File: src/rtl/qspi_pkg.sv
`timescale 1ns/1ps
package qspi_pkg;

    typedef enum logic [2:0] {
        ST_IDLE  = 3'd0,
        ST_SETUP = 3'd1,
        ST_HIGH  = 3'd2,
        ST_LOW   = 3'd3,
        ST_TAIL  = 3'd4
    } qspi_state_t;

    // number of 8-bit groups selected by a length code
    function automatic int unsigned len_bytes(input logic [1:0] code);
        return int'(code) + 1;
    endfunction

endpackage

File: src/rtl/qspi_cfg_check.sv
`timescale 1ns/1ps
module qspi_cfg_check (
    input  logic quad_en,
    input  logic dual_en,
    input  logic three_wire,
    input  logic byte_swap,
    output logic reject
);
    logic conflict_d;

    always_comb begin
        conflict_d = dual_en | three_wire | byte_swap;
        reject     = ~quad_en | conflict_d;
    end
endmodule

File: src/rtl/qspi_clk_phase.sv
`timescale 1ns/1ps
module qspi_clk_phase #(
    parameter int HALF_DIV = 2
) (
    input  logic clk,
    input  logic rst_n,
    input  logic run,
    output logic tick
);
    localparam int CW = (HALF_DIV > 1) ? $clog2(HALF_DIV) : 1;
    localparam logic [CW-1:0] LAST = CW'(HALF_DIV - 1);

    logic [CW-1:0] cnt_d, cnt_q;

    always_comb begin
        tick  = run && (cnt_q == LAST);
        cnt_d = cnt_q;
        if (!run || tick) cnt_d = '0;
        else              cnt_d = cnt_q + 1'b1;
    end

    always_ff @(posedge clk or negedge rst_n) begin
        if (!rst_n) cnt_q <= '0;
        else        cnt_q <= cnt_d;
    end
endmodule

File: src/rtl/qspi_lane_map.sv
`timescale 1ns/1ps
module qspi_lane_map #(
    parameter int LANES = 4
) (
    input  logic [LANES-1:0] nib_tx,
    input  logic [LANES-1:0] pins_in,
    output logic [LANES-1:0] pins_out,
    output logic [LANES-1:0] nib_rx
);
    localparam int HALF = LANES / 2;

    // even lanes land on the MOSI pins (low indices), odd lanes on MISO pins
    for (genvar l = 0; l < LANES; l++) begin : g_lane
        localparam int PIN = (l % 2 == 0) ? (l / 2) : (HALF + l / 2);
        assign pins_out[PIN] = nib_tx[l];
        assign nib_rx[l]     = pins_in[PIN];
    end
endmodule

File: src/rtl/qspi_word_engine.sv
`timescale 1ns/1ps
module qspi_word_engine
    import qspi_pkg::*;
#(
    parameter int DATA_W   = 32,
    parameter int LANES    = 4,
    parameter int HALF_DIV = 2
) (
    input  logic              clk,
    input  logic              rst_n,
    input  logic              start,
    input  logic              cfg_quad_en,
    input  logic              cfg_dual_en,
    input  logic              cfg_dir_tx,
    input  logic [1:0]        cfg_len,
    input  logic              cfg_three_wire,
    input  logic              cfg_byte_swap,
    input  logic [DATA_W-1:0] wr_data,
    output logic [DATA_W-1:0] rd_data,
    output logic              busy,
    output logic              done,
    output logic              cfg_err,
    output logic              sclk,
    output logic              cs_n,
    output logic [LANES-1:0]  pin_o,
    output logic [LANES-1:0]  pin_oe,
    input  logic [LANES-1:0]  pin_i
);
    localparam int MAX_NIB = DATA_W / LANES;
    localparam int NCW     = $clog2(MAX_NIB + 1);
    localparam int NIB_PER_BYTE = 8 / LANES;

    typedef struct packed {
        qspi_state_t       st;
        logic              sclk;
        logic              cs_n;
        logic              tx;
        logic [DATA_W-1:0] sh;
        logic [DATA_W-1:0] rx;
        logic [DATA_W-1:0] rd;
        logic [NCW-1:0]    left;
        logic              done;
        logic              err;
    } regs_t;

    regs_t r_d, r_q;

    logic             reject;
    logic             tick;
    logic             run;
    logic [LANES-1:0] nib_rx;
    logic [LANES-1:0] mapped_o;

    qspi_cfg_check u_cfg (
        .quad_en    (cfg_quad_en),
        .dual_en    (cfg_dual_en),
        .three_wire (cfg_three_wire),
        .byte_swap  (cfg_byte_swap),
        .reject     (reject)
    );

    assign run = (r_q.st != ST_IDLE);

    qspi_clk_phase #(.HALF_DIV(HALF_DIV)) u_phase (
        .clk   (clk),
        .rst_n (rst_n),
        .run   (run),
        .tick  (tick)
    );

    qspi_lane_map #(.LANES(LANES)) u_map (
        .nib_tx   (r_q.sh[DATA_W-1 -: LANES]),
        .pins_in  (pin_i),
        .pins_out (mapped_o),
        .nib_rx   (nib_rx)
    );

    always_comb begin
        r_d      = r_q;
        r_d.done = 1'b0;
        r_d.err  = 1'b0;
        unique case (r_q.st)
            ST_IDLE: begin
                if (start) begin
                    if (reject) begin
                        r_d.err = 1'b1;
                    end else begin
                        r_d.st   = ST_SETUP;
                        r_d.cs_n = 1'b0;
                        r_d.tx   = cfg_dir_tx;
                        r_d.sh   = wr_data << (DATA_W - 8 * len_bytes(cfg_len));
                        r_d.rx   = '0;
                        r_d.left = NCW'(NIB_PER_BYTE * len_bytes(cfg_len));
                    end
                end
            end
            ST_SETUP, ST_LOW: begin
                if (tick) begin
                    r_d.st   = ST_HIGH;
                    r_d.sclk = 1'b1;
                    r_d.rx   = {r_q.rx[DATA_W-LANES-1:0], nib_rx};
                end
            end
            ST_HIGH: begin
                if (tick) begin
                    r_d.sclk = 1'b0;
                    r_d.left = r_q.left - 1'b1;
                    if (r_q.left == NCW'(1)) begin
                        r_d.st = ST_TAIL;
                    end else begin
                        r_d.st = ST_LOW;
                        r_d.sh = r_q.sh << LANES;
                    end
                end
            end
            ST_TAIL: begin
                if (tick) begin
                    r_d.st   = ST_IDLE;
                    r_d.cs_n = 1'b1;
                    r_d.done = 1'b1;
                    if (!r_q.tx) r_d.rd = r_q.rx;
                end
            end
            default: r_d.st = ST_IDLE;
        endcase
    end

    always_ff @(posedge clk or negedge rst_n) begin
        if (!rst_n) begin
            r_q.st   <= ST_IDLE;
            r_q.sclk <= 1'b0;
            r_q.cs_n <= 1'b1;
            r_q.tx   <= 1'b0;
            r_q.sh   <= '0;
            r_q.rx   <= '0;
            r_q.rd   <= '0;
            r_q.left <= '0;
            r_q.done <= 1'b0;
            r_q.err  <= 1'b0;
        end else begin
            r_q <= r_d;
        end
    end

    assign rd_data = r_q.rd;
    assign busy    = run;
    assign done    = r_q.done;
    assign cfg_err = r_q.err;
    assign sclk    = r_q.sclk;
    assign cs_n    = r_q.cs_n;
    assign pin_o   = (run && r_q.tx) ? mapped_o : '0;
    assign pin_oe  = {LANES{run && r_q.tx}};

    // legal start while idle opens a transfer with chip select low
    a_r1_start_opens: assert property (@(posedge clk) disable iff (!rst_n)
        (start && !busy && cfg_quad_en && !cfg_dual_en && !cfg_three_wire && !cfg_byte_swap)
        |=> (busy && !cs_n));

    // lane values are held steady across a rising serial clock edge
    a_r4_stable_at_rise: assert property (@(posedge clk) disable iff (!rst_n)
        $rose(sclk) |-> $stable(pin_o));

    // receive never drives any pin
    a_r5_release_on_read: assert property (@(posedge clk) disable iff (!rst_n)
        (!cs_n && !pin_oe[0]) |-> (pin_oe == '0));

    // quad plus dual is refused
    a_r6_dual_reject: assert property (@(posedge clk) disable iff (!rst_n)
        (start && !busy && cfg_quad_en && cfg_dual_en) |=> (cfg_err && !busy));

    // quad with three-wire or byte reorder is refused
    a_r7_mode_reject: assert property (@(posedge clk) disable iff (!rst_n)
        (start && !busy && (cfg_three_wire || cfg_byte_swap)) |=> (cfg_err && !busy));

    // serial clock only toggles high inside an asserted chip select
    a_r9_cs_covers_sclk: assert property (@(posedge clk) disable iff (!rst_n)
        sclk |-> !cs_n);

    // done is a single-cycle pulse and coincides with idle
    a_r10_done_single: assert property (@(posedge clk) disable iff (!rst_n)
        done |=> !done);
    a_r10_done_idle: assert property (@(posedge clk) disable iff (!rst_n)
        done |-> (!busy && cs_n));

    // remaining nibble count never grows during a transfer
    a_r11_no_reload: assert property (@(posedge clk) disable iff (!rst_n)
        (busy && $past(busy)) |-> (r_q.left <= $past(r_q.left)));

    // a transmit leaves the read register untouched
    a_r12_rd_hold: assert property (@(posedge clk) disable iff (!rst_n)
        (busy && r_q.tx) |=> $stable(rd_data));
endmodule

File: config.mk
export PLATFORM = sky130hd
export DESIGN_NAME = qspi_word_engine
export DESIGN_NICKNAME = d
export VERILOG_FILES = /design/src/rtl/qspi_pkg.sv /design/src/rtl/qspi_cfg_check.sv /design/src/rtl/qspi_clk_phase.sv /design/src/rtl/qspi_lane_map.sv /design/src/rtl/qspi_word_engine.sv
export SDC_FILE = /design/constraint.sdc
export NUM_CORES = 1
export LEC_CHECK = 0
export ABC_CLOCK_PERIOD_IN_PS = 3300
export BUFFER_PORTS_ARGS = -buffer_cell sky130_fd_sc_hd__buf_2
export CORE_MARGIN = 1
export CORE_UTILIZATION = 61
export DETAILED_ROUTE_END_ITERATION = 8
export HOLD_SLACK_MARGIN = 0.03
export PLACE_DENSITY = 0.95
export SETUP_SLACK_MARGIN = 0.2
export SLEW_MARGIN = 20
export SYNTH_ARGS = -nofsm -noshare
export SYNTH_HDL_FRONTEND = slang
export SYNTH_SLANG_ARGS = --single-unit
File: constraint.sdc
create_clock -name clk -period 3.3 [get_ports clk]
set_input_delay 0.495 -clock clk [delete_from_list [all_inputs] [get_ports clk]]
set_output_delay 0.495 -clock clk [all_outputs]
set_load 0.005 [all_outputs]
==> After elaboration in Yosys (flattened, before gate mapping) <==
Index checks and enable logic that the tools add are counted.
{ "totals": {"reg_bits": 109} }
{ "classes": {"n_shift": 1, "bitwise_logic": 6, "reduce_logical": 19, "n_eq_ne": 11, "n_mux": 28, "add_sub_neg": 4} }
{ "ops": {"columns": ["operator", "n"], "rows": [
  ["$mux 66", 2],
  ["$pmux 32 s2", 2],
  ["$mux 32", 3],
  ["$shl 32x32->32", 1],
  ["$sub 6x32->32 const A", 1],
  ["$mux 4", 6],
  ["$mux 3", 4],
  ["$ne 2x2->1 const B", 6],
  ["$pmux 3 s4", 1],
  ["$reduce_and 4->1", 3],
  ["$reduce_and 5->1", 2],
  ["$reduce_and 3->1", 3],
  ["$pmux 4 s2", 1],
  ["$reduce_bool 2->1", 4],
  ["$mux 1", 7],
  ["$eq 3x2->1 const B", 2],
  ["$eq 4x1->1 const B", 1],
  ["$pmux 1 s2", 2],
  ["$sub 4x1->4 const B", 1],
  ["$add 2x1->3 const B", 1],
  ["$eq 3x1->1 const B", 1],
  ["$eq 3x3->1 const B", 1],
  ["$logic_not 3->1", 1],
  ["$not 1->1", 3],
  ["other kinds (7)", 10]
]} }

==> Depth between registers and ports, before layout <==
{ "depth": {"word_depth": 6, "depth_mapped": 7} }

==> By module <==
Synthesis repeated with hierarchy kept, for this count alone.
{ "hier_totals": {"hier_cells": 525, "hier_area_um2": 5536.6} }
{ "modules_own_cells": {"columns": ["mod", "area_each_um2", "n_inst", "cells_each", "seq_area_each_um2"], "rows": [
  ["qspi_word_engine", 5425.2, 1, 513, 2703.8],
  ["qspi_lane_map", 60.1, 1, 8, 0.0],
  ["qspi_clk_phase", 41.3, 1, 3, 25.0],
  ["qspi_cfg_check", 10.0, 1, 1, 0.0]
]} }

==> Worst setup path before layout <==
OpenSTA, ideal clock, no wires.
{ "synth_timing": {"kind": "input -> register", "from": "input port cfg_three_wire", "to": "register r_q[100] (netlist name)", "setup_ns": 0.124, "arrival_time_ns": 1.874, "n_path_buf": 3, "cell_stages": 6, "required_time_ns": 3.176, "path_slack_ns": 1.303, "cell_sequence": "or4b_4 -> buf_6 -> o32ai_4 -> buf_8 -> buf_12 -> a21oi_2"} }
{ "synth_between": {"elab_chain_cells": 5} }
{ "synth_rtl": {"columns": ["element", "line_no", "source"], "rows": [
  ["start: declaration", "qspi_word_engine.sv:16", "input logic cfg_three_wire,"],
  ["$or 1x1->1 (2 in a row)", "qspi_cfg_check.sv:12", "conflict_d = dual_en | three_wire | byte_swap;"],
  ["$or 1x1->1", "qspi_cfg_check.sv:13", "reject = ~quad_en | conflict_d;"],
  ["$ne 2x2->1 (no line)", null, null],
  ["$reduce_and 5->1 (no line)", null, null],
  ["end signal: assignment", "qspi_word_engine.sv:141", "r_q <= r_d;"],
  ["end: declaration", "qspi_word_engine.sv:46", "regs_t r_d, r_q;"]
]} }
Every way passes these cells.
A chain may end at the register's enable or synchronous reset.

==> Worst setup path in the final report <==
{ "layout_timing": {"from": "register r_q[106] (netlist name)", "to": "output port pin_oe[1]"} }
{ "layout_between": {"elab_chain_cells": 2} }
{ "layout_rtl": {"columns": ["element", "line_no", "source"], "rows": [
  ["$reduce_bool 3->1", "qspi_word_engine.sv:62", "assign run = (r_q.st != ST_IDLE);"],
  ["$logic_and 1x1->1", "qspi_word_engine.sv:152", "assign pin_oe = {LANES{run && r_q.tx}};"],
  ["end: declaration", "qspi_word_engine.sv:26", "output logic [LANES-1:0] pin_oe,"]
]} }
Every way passes these cells.

==> results.toml <==
[layout]
final_common_cell = "dfrtp_1"
drive_gt1_share_pct = 42.3
layout_common_cells = "108 x dfrtp_1, 89 x buf_2, 40 x mux2_2"
fin_util_pct = 68.7
postLayoutCellArea_sq_um = 5760
nets = 526
num_antenna_cells = 0
area_growth_pct = 6.92

[timing]
fmax_ghz = 0.390
min_period_ps = 2570
fin_hold_ws_ps = 239
finalCritPeriodShare_pct = 77.8
slew_headroom_pct = 40.4
skew_ps = 12.4
hold_viol = 0
worst_pin_slew_ps = 894
slew_violations = 0
fin_setup_tns_ps = 0
timing.final.ws_setup_ps = 733
setup_viol_count_final = 0
rsz0062_at_grt = "false"

[placed_design]
place_ws_ps = 922
dp_hpwl_um = 7550
place_area_sq_um = 5570
globalplace.congestion = 0.817
port_buffers = 90

[clock_network]
clk_pin_slew_ps = 110
clock_sinks = 109
insertion_delay_ps = 380
clock_path_buffers = 2
htree_levels = 3
root_buffer = "clkbuf_8"
cts-buffers-inserted = 9
cts_resized = 0
hold_buffers = 0
post_cts_buffers = 0
cts_tree = "yes"

[synth]
synthesis.area_sq_um = 5390
avgSynthCellArea_sq_um = 12.5
synth_top_family_by_area = "compound AO/OA/AOI/OAI gates"
synth_edf_count = 0
syn-num-nets = 480
ys_types = 53
synthSimpleGateAreaFrac_pct = 7.71
seq_area_frac_synth_pct = 50.6
synthArstFlopShare_pct = 100
ys.flop_type = "dfrtp_1"
synth-xor-area-share_pct = 0.163
ys_ff_latch = 109
yosys_warnings = 0
synth_compound_area_share_pct = 17.0
synth-adder-area-share_pct = 0.697
synth_mux_area_share_pct = 14.1
synth_cells = 431

[critical_path]
critical_path.max_fanout = 26
critPathCaptureType = "output pin"
r2r-end = "r_q[87]"
rr_worst_depth = 6
critPathKind = "reg -> out"
critPathRequiredTime_ps = 2800
arrival_ps = 2070
r2r-start = "r_q[106]"
critPathLaunchType = "flip-flop"
reg2reg_slack_ps = 860

[detailed_routing]
wl_per_cell_um = 18.3
num_vias = 3593
dr.pass1.iters = 4
ant_nets = 0
drc = 0
drt_wl_total_um = 10800
via_per_inst = 6.12
drt_iter0_drc = 224

[floorplan]
initial_core_util_pct = 64.3
die_area_sq_um = 9210
core_area_sq_um = 8380
io_pins = 91
die_y_um = 96.0
die_x_um = 96.0
row_count = 33

[global_routing]
grt_pass1_vias = 3462
antenna_found_initial = 0
grt_pass1_wl_um = 17600
gr-total-overflow = 0
grtUsageTotal_pct = 25.6
grt_max_degree = 76

[outcome]
status = "complete, no violations"

[power_and_ir_drop]
vdd_ir_drop_max_mv = 0.303
p_leak_uw = 0.00281
power_density_nw_per_um2 = 718

[hold_path]
hp-class = "in -> async"

[job]
cap_violations = 0
[synthesized netlist by cell type, types with 2 or more instances]
cell type | number | area [sq um]
buf_6 | 6 | 67.6
mux2i_1 | 12 | 120
buf_2 | 6 | 30.0
nand2_1 | 10 | 37.5
a22oi_1 | 24 | 180
buf_12 | 2 | 40.0
a22o_1 | 36 | 315
mux4_2 | 8 | 180
inv_1 | 8 | 30.0
a221o_1 | 4 | 40.0
nor2_1 | 35 | 131
ha_1 | 3 | 37.5
o21ai_0 | 3 | 15.0
nor3_2 | 2 | 20.0
mux2_2 | 40 | 450
a21oi_2 | 24 | 210
a21oi_1 | 12 | 60.1
nor3_1 | 2 | 10.0
buf_4 | 38 | 285
nand3_1 | 2 | 10.0
dfrtp_1 | 108 | 2700
and3_1 | 4 | 25.0
clkbuf_1 | 10 | 37.5
nor3b_2 | 3 | 37.5
[how the worst max path moves through the flow]
stage               slack, ps            from  cells after the start        end
floorplan                1300  cfg_three_wire                      6   r_q[100]
global placement         1000  cfg_three_wire                      5    r_q[42]
detailed placement        920  cfg_three_wire                      5    r_q[39]
CTS                       750        r_q[106]                      4  pin_oe[1]
global route              570        r_q[106]                      4  pin_oe[1]
finish                    730        r_q[106]                      4  pin_oe[1]
[registers in the layout, indices dropped and copies added (netlist names)]
register       flops
r_q               72
rd_data           32
cfg_err            1
cs_n               1
done               1
sclk               1
u_phase.cnt_q      1
[final cells by class]
type | instances | area, sq um
flip-flops and latches | 109 | 2730
fillers | 605 | 2620
multi-input cells | 248 | 2140
repair buffers | 100 | 528
well taps | 105 | 131
clock buffers | 9 | 124
clock inverters | 7 | 71.3
inverters | 9 | 33.8
[metrics by stage]
stage / total power [uW] / cells
after global routing: 4400 / 587
after global placement: 3250 / 571
after detailed placement: 3350 / 571
after floorplan: 3120 / 431
after CTS: 4140 / 587
final: 4130 / 587
[where the power goes]
| part | leakage (uW) | internal [uW] | total, uW | switching [uW] |
|---|---|---|---|---|
| Combinational | 0.00132 | 607 | 1360 | 756 |
| Clock | 0.0000999 | 299 | 790 | 491 |
| Sequential | 0.00139 | 1690 | 1980 | 293 |
| Total | 0.00281 | 2590 | 4130 | 1540 |
[critical path: stages, from the launching register on]
cell     delay [ps]
dfrtp_1         720
nor3_2          420
inv_2           170
and2_1          240
buf_2           140
[metal layers]
| layer | track usage [%] | wire length [um] | share of wire (%) | vias to the layer above |
|---|---|---|---|---|
| met2 | 41.0 | 5380 | 50 | 136 |
| li1 | - | - | - | 1640 |
| met5 | 0 | 0 | 0 | - |
| met4 | 10.7 | 237 | 2.2 | 0 |
| met3 | 5.13 | 612 | 5.7 | 19 |
| met1 | 34.1 | 4540 | 42 | 1798 |
[logic make-up after synthesis]
family | after synthesis
adder cells (fa/ha/maj) | 3
flip-flops | 109
AND/OR/NAND/NOR | 72
AO/OA/AOI/OAI | 111
buffers and inverters | 74
multiplexers | 61
XOR/XNOR | 1
Note: power is estimated with default switching activity, not from simulation.
